## src/rtl/wilk_pkg.sv

```systemverilog
`timescale 1ns/1ps
package wilk_pkg;

    typedef enum logic [1:0] {
        ST_PRE  = 2'd0,
        ST_IDLE = 2'd1,
        ST_RUN  = 2'd2
    } wk_state_e;

    // Control strobes fanned out from the sequencer to every cell
    typedef struct packed {
        logic ramp_en;   // ramp running, counter advancing
        logic ramp_rst;  // ramp held discharged
        logic arm;       // start accepted this cycle: clear all cells
        logic fin;       // counter at full scale this cycle
    } wk_ctl_t;

    // Cycles between a sampled comparator change and the edge-detect pulse
    function automatic int unsigned wk_sync_lat(input int unsigned stages);
        return (stages > 0) ? stages - 1 : 0;
    endfunction

endpackage

```

## src/rtl/wilk_seq.sv

```systemverilog
`timescale 1ns/1ps
module wilk_seq
    import wilk_pkg::*;
#(
    parameter int unsigned CW      = 9,
    parameter int unsigned RST_CYC = 4
) (
    input  logic          clk,
    input  logic          rst,
    input  logic          start_i,
    output wk_ctl_t       ctl_o,
    output logic [CW-1:0] cnt_o,
    output logic          done_o
);
    localparam int unsigned TW = $clog2(RST_CYC + 1);
    localparam logic [CW-1:0] FULL = '1;
    localparam logic [TW-1:0] TLAST = TW'(RST_CYC - 1);

    wk_state_e     st;
    logic [TW-1:0] tmr;
    logic [CW-1:0] cnt;

    always_ff @(posedge clk) begin
        if (rst) begin
            st     <= ST_PRE;
            tmr    <= '0;
            cnt    <= '0;
            done_o <= 1'b0;
        end else begin
            done_o <= 1'b0;
            unique case (st)
                ST_PRE: begin
                    cnt <= '0;
                    if (tmr == TLAST) begin
                        st  <= ST_IDLE;
                        tmr <= '0;
                    end else begin
                        tmr <= tmr + 1'b1;
                    end
                end
                ST_IDLE: begin
                    cnt <= '0;
                    if (start_i) st <= ST_RUN;
                end
                ST_RUN: begin
                    if (cnt == FULL) begin
                        st     <= ST_PRE;
                        tmr    <= '0;
                        cnt    <= '0;
                        done_o <= 1'b1;
                    end else begin
                        cnt <= cnt + 1'b1;
                    end
                end
                default: st <= ST_PRE;
            endcase
        end
    end

    always_comb begin
        ctl_o.ramp_en  = (st == ST_RUN);
        ctl_o.ramp_rst = (st != ST_RUN);
        ctl_o.arm      = (st == ST_IDLE) && start_i;
        ctl_o.fin      = (st == ST_RUN) && (cnt == FULL);
    end

    assign cnt_o = cnt;

endmodule

```

## src/rtl/wilk_sync.sv

```systemverilog
`timescale 1ns/1ps
module wilk_sync #(
    parameter int unsigned N      = 32,
    parameter int unsigned STAGES = 2
) (
    input  logic         clk,
    input  logic         rst,
    input  logic [N-1:0] cmp_i,
    output logic [N-1:0] edge_o
);
    // pipe[STAGES] is one extra flop used only for change detection
    logic [N-1:0] pipe [STAGES+1];

    always_ff @(posedge clk) begin
        if (rst) pipe[0] <= '0;
        else     pipe[0] <= cmp_i;
    end

    for (genvar s = 1; s <= STAGES; s++) begin : g_stage
        always_ff @(posedge clk) begin
            if (rst) pipe[s] <= '0;
            else     pipe[s] <= pipe[s-1];
        end
    end

    assign edge_o = pipe[STAGES-1] ^ pipe[STAGES];

endmodule

```

## src/rtl/wilk_cell.sv

```systemverilog
`timescale 1ns/1ps
module wilk_cell
    import wilk_pkg::*;
#(
    parameter int unsigned CW  = 9,
    parameter int unsigned LAT = 1
) (
    input  logic          clk,
    input  logic          rst,
    input  wk_ctl_t       ctl_i,
    input  logic [CW-1:0] cnt_i,
    input  logic          edge_i,
    output logic [CW-1:0] code_o,
    output logic          ovf_o
);
    localparam logic [CW-1:0] LATV = CW'(LAT);

    logic got;
    logic hit;

    // A change pulse before LAT counts belongs to a level set before start
    assign hit = edge_i && (cnt_i > LATV);

    always_ff @(posedge clk) begin
        if (rst) begin
            code_o <= '0;
            ovf_o  <= 1'b0;
            got    <= 1'b0;
        end else if (ctl_i.arm) begin
            code_o <= '0;
            ovf_o  <= 1'b0;
            got    <= 1'b0;
        end else if (ctl_i.ramp_en && !got) begin
            if (hit) begin
                code_o <= cnt_i - LATV;     // capture wins over full scale
                got    <= 1'b1;
            end else if (ctl_i.fin) begin
                code_o <= '1;
                ovf_o  <= 1'b1;
                got    <= 1'b1;
            end
        end
    end

endmodule

```

## src/rtl/wilk_conv_ctrl.sv

```systemverilog
`timescale 1ns/1ps
module wilk_conv_ctrl
    import wilk_pkg::*;
#(
    parameter int unsigned NCELL   = 32,
    parameter int unsigned CW      = 9,
    parameter int unsigned RST_CYC = 4,
    parameter int unsigned SYNC    = 2
) (
    input  logic                clk,
    input  logic                rst,
    input  logic                start_i,
    input  logic [NCELL-1:0]    cmp_i,
    output logic                ramp_en_o,
    output logic                ramp_rst_o,
    output logic [NCELL*CW-1:0] code_o,
    output logic [NCELL-1:0]    ovf_o,
    output logic                done_o
);
    localparam int unsigned LAT = wk_sync_lat(SYNC);

    wk_ctl_t          ctl;
    logic [CW-1:0]    cnt;
    logic [NCELL-1:0] edg;

    wilk_seq #(.CW(CW), .RST_CYC(RST_CYC)) u_seq (
        .clk     (clk),
        .rst     (rst),
        .start_i (start_i),
        .ctl_o   (ctl),
        .cnt_o   (cnt),
        .done_o  (done_o)
    );

    wilk_sync #(.N(NCELL), .STAGES(SYNC)) u_sync (
        .clk    (clk),
        .rst    (rst),
        .cmp_i  (cmp_i),
        .edge_o (edg)
    );

    for (genvar i = 0; i < NCELL; i++) begin : g_cell
        wilk_cell #(.CW(CW), .LAT(LAT)) u_cell (
            .clk    (clk),
            .rst    (rst),
            .ctl_i  (ctl),
            .cnt_i  (cnt),
            .edge_i (edg[i]),
            .code_o (code_o[i*CW +: CW]),
            .ovf_o  (ovf_o[i])
        );
    end

    assign ramp_en_o  = ctl.ramp_en;
    assign ramp_rst_o = ctl.ramp_rst;

endmodule

```

## config.mk

```make
export PLATFORM = sky130hd
export DESIGN_NAME = wilk_conv_ctrl
export DESIGN_NICKNAME = d
export VERILOG_FILES = /design/src/rtl/wilk_pkg.sv /design/src/rtl/wilk_seq.sv /design/src/rtl/wilk_sync.sv /design/src/rtl/wilk_cell.sv /design/src/rtl/wilk_conv_ctrl.sv
export SDC_FILE = /design/constraint.sdc
export NUM_CORES = 1
export LEC_CHECK = 0
export BUFFER_PORTS_ARGS = -buffer_cell sky130_fd_sc_hd__buf_4
export CORE_MARGIN = 8
export CORE_UTILIZATION = 25
export CTS_CLUSTER_SIZE = 28
export DETAILED_ROUTE_END_ITERATION = 10
export SLEW_MARGIN = 20
export SYNTH_ARGS = -nofsm -noshare
export SYNTH_HDL_FRONTEND = slang
export SYNTH_HIERARCHICAL = 1
export SYNTH_SLANG_ARGS = --single-unit
```

## constraint.sdc

```tcl
create_clock -name clk -period 23.5 [get_ports clk]
set_clock_uncertainty 0.05 [all_clocks]
set_input_delay 2.35 -clock clk [delete_from_list [all_inputs] [get_ports clk]]
set_output_delay 2.35 -clock clk [all_outputs]
set_load 0.02 [all_outputs]
```

==> summary.md <==
| Metric | Value |
|---|---|
| Average size of a mapped cell | `9.79 um2` |
| Buffers inserted by post-CTS timing repair | `0` |
| Final period utilization | `0.195` |
| Synthesized area | `23400 um2` |
| CTS tree | `built` |
| Core Rows | `approximately 110` |
| Cts bufs inserted | `between 50 and 60` |
| Total Routing Usage GR | `0.144` |
| Multi-input logic area | `approximately 13000 um2` |
| Status | `finished, final reports clean` |
| Fraction of layout cells with a size suffix above 1 | `0.224` |
| DR vias | `roughly 20000` |
| Final #Nets | `about 2900` |
| R2R Path Start | `u_seq/cnt_o[0]` |
| CP delay by family, top | `simple AND/OR/NAND/NOR gates` |
| Cell taking the most area after synthesis | `dfxtp_1` |
| Count leader, synth | `dfxtp_1` |
| Die H | `between 300 and 400 um` |
| Initial DRC count | `between 1000 and 1500` |
| Synth top cells by count | `463 x dfxtp_1, 180 x o221a_1, 159 x inv_1, 135 x nor2_1, 124 x xor2_1` |
| Clock Path Buffers | `3` |
| Worst Hold Launch | `u_sync/pipe[0][23]` |
| WP data arrival | `approximately 2.2 ns` |
| Dpl ws | `19.14 ns` |
| Crit path kind | `reg2out` |
| Synth unique cells | `53` |
| Worst hold path stage count | `1` |
| Max_cap viols | `0` |
| Worst r2r path cells | `10` |
| Die area | `104000 um2` |
| Fin crit period | `around 4.6 ns` |
| Reg area | `between 9000 and 10000 um2` |
| First-pass GRT wire length | `119 mm` |
| Setup TNS | `0 ns` |
| Pwr dens | `around 61 nW/um2` |
| Initial antenna violation count | `5` |
| Core ar. | `about 93000 um2` |
| Lkg Pwr | `roughly 12 nW` |
| Reg clk slew, reported paths | `roughly 0.060 ns` |
| Sequential share of the synthesized area | `0.396` |
| Post-Syn Instances | `around 2400` |
| Tightest Pin Transition | `0.959 ns` |
| Hold Path Class | `reg2reg` |
| Routability cong. | `0.778` |
| Vias in the first global route | `between 15000 and 20000` |
| Worst R2R End | `g_cell[6].u_cell/code_o[6]` |
| R2R Setup Slk | `about 19 ns` |
| HPWL Detailed | `between 50 and 60 mm` |
| Initial Util | `0.251` |
| Top_reg_cell synth | `dfxtp_1` |
| Hold buffer count at cts | `0` |
| Peak fanout along the critical path | `21` |
| Final hold violations | `0` |
| Worst path bufs/invs | `2` |
| # IOs | `approximately 360` |
| Crit path cell chain | `nor2b_4 -> inv_1 -> buf_4` |
| First-pass DRT Iterations | `5` |
| Skew-Pair Late Insertion Delay | `~0.63 ns` |
| # port buffers | `about 360` |
| Maximum clock rate | `around 220 MHz` |
| Post-CTS Resized | `0` |
| Hold path endpoint | `u_sync/pipe[1][23]` |
| Worst vdd rail ir drop | `0.0536 mV` |
| Min setup slack post-route | `18.92 ns` |
| Finish-stage setup viols | `0` |
| CTS root buffer | `clkbuf_16` |
| Drt drc | `0` |
| Syn_nets | `2492` |
| Vias per cell | `slightly below 5` |
| Die W | `~320 um` |
| Number of synthesized flops with an enable pin | `0` |
| Clock Sinks | `~460` |
| Slowest stage cell, crit path | `nor2b_4` |
| FFs w/ async S/R, synth | `0` |
| CP Data Required Time | `between 20 and 25 ns` |
| Yosys warning total | `6` |
| Routed WL per cell | `19.4 um` |
| H-tree depth | `2` |
| Slew headroom | `0.361` |
| Syn-to-layout area delta | `25.7%` |
| Post-route ant nets | `0` |
| Endpoint type of the worst setup path | `output port` |
| Grt ovf | `0` |
| Crit-path max cell delay | `0.67 ns` |
| Pins Over Slew Limit | `0` |
| RSZ-0062 raised after global routing | `false` |
| Largest net degree at the start of global routing | `62` |
| Worst Setup Start Kind | `register` |
| #FFs+latches synth | `463` |
| Yosys top cell area share | `0.396` |
| Top cells by area, synth | `dfxtp_1 40%, o221a_1 8.7%, xor2_1 4.6%` |
| Post-Route WL | `between 70 and 80 mm` |
| Fillers | `around 10000` |
[report_power, final]
group          switching, mW  internal, mW
clock network          0.362         0.538
registers            0.00547         0.792
logic                 0.0559        0.0324
total                  0.423          1.36
[routing by layer]
layer	vias up	global-route usage	wire, um
met5	-	0	26
met4	4	0.0398	1660
met3	99	0.0404	5510
met2	478	0.227	35200
met1	9611	0.192	36400
li1	9592	-	-
[cell families after synthesis]
group                      count (synthesis)  share of synthesized area
DFF                                      463                      0.396
muxes                                      3                    0.00134
adders and majority gates                 67                     0.0358
buffers and inverters                    238                     0.0422
and+or+nand+nor                          793                      0.215
xor gates and xnor gates                 224                     0.0839
AOI/OAI and AO/OA                        602                      0.225
[worst reg2reg max path: stages, from the launching register on]
cell and delay, ns:
dfxtp_4 0.69, ha_1 0.31, nand3_1 0.16, nor3_1 0.24, ha_1 0.49, and2_4 0.58
buf_4 0.61, nand3b_1 0.55, nand2b_1 0.19, a21oi_1 0.05, a211oi_1 0.25
[registers in the layout, indices dropped and copies added (netlist names)]
| register | flops |
|---|---|
| u_seq/cnt_o | 9 |
| u_sync/pipe | 96 |
| u_seq/tmr | 3 |
| g_cell.u_cell/ovf_o | 32 |
| g_cell.u_cell/code_o | 288 |
| g_cell.u_cell/got | 32 |
| u_seq/st | 2 |
| u_seq/done_o | 1 |
[worst max-delay path by stage]
stage	cells past startpoint	slack [ns]	endpoint	startpoint
final	3	18.92	ramp_rst_o	u_seq/st[0]
after global routing	3	18.73	ramp_rst_o	u_seq/st[0]
after CTS	3	18.82	ramp_rst_o	u_seq/st[0]
after detailed placement	6	19.14	g_cell[11].u_cell/code_o[8]	start_i
after global placement	6	19.19	g_cell[11].u_cell/code_o[2]	start_i
after floorplan	9	15.21	g_cell[28].u_cell/code_o[3]	u_seq/cnt_o[5]
[stage by stage]
stage | power [mW] | cells | hold WS (ns) | cell area [um2] | utilization
after global placement | 0.902 | 3947 | 0.368 | 27500 | 0.295
final | 1.79 | 4053 | 0.381 | 29400 | 0.316
after CTS | 1.82 | 4050 | 0.376 | 29400 | 0.316
after detailed placement | 0.903 | 3947 | 0.373 | 27500 | 0.295
after floorplan | 0.881 | 2390 | 0.364 | 23400 | -
after global routing | 1.86 | 4050 | 0.396 | 29400 | 0.316
[layout make-up]
| type | count | share of cell area |
|---|---|---|
| diodes | 3 | 0.000255 |
| clock buffers | 83 | 0.0573 |
| clock inverters | 20 | 0.00736 |
| inverters | 159 | 0.0203 |
| multi-input cells | 1689 | 0.447 |
| flip-flops and latches | 463 | 0.316 |
| well taps | 1254 | 0.0534 |
| repair buffers | 382 | 0.0977 |
[cell usage in the layout, fill, tap and decap left out, types with 13 or more instances in the layout]
| cell | Yosys | final |
|---|---|---|
| dfxtp_1 | 463 | 454 |
| buf_4 | 2 | 381 |
| o221a_1 | 180 | 180 |
| inv_1 | 159 | 159 |
| nor2_1 | 135 | 134 |
| xor2_1 | 124 | 124 |
| nor2b_1 | 119 | 118 |
| a21oi_1 | 110 | 110 |
| xnor2_1 | 100 | 100 |
| nand2b_1 | 94 | 94 |
| nor3_1 | 91 | 91 |
| nand2_1 | 74 | 74 |
| ha_1 | 67 | 67 |
| nand3_1 | 61 | 61 |
| clkbuf_16 | 0 | 57 |
| a211oi_1 | 48 | 48 |
| o21ai_0 | 45 | 45 |
| nor4_1 | 44 | 44 |
| o21a_1 | 40 | 40 |
| a311oi_1 | 36 | 36 |
| o211ai_1 | 24 | 24 |
| or4_4 | 24 | 24 |
| o21ai_1 | 24 | 24 |
| o21ba_1 | 20 | 20 |
| or4b_4 | 20 | 20 |
| nor4_4 | 20 | 20 |
| clkbuf_8 | 0 | 16 |
| or4b_1 | 14 | 14 |
| nor3b_1 | 14 | 14 |
| nand3b_1 | 13 | 13 |
Power figures use the tool's default switching activity.
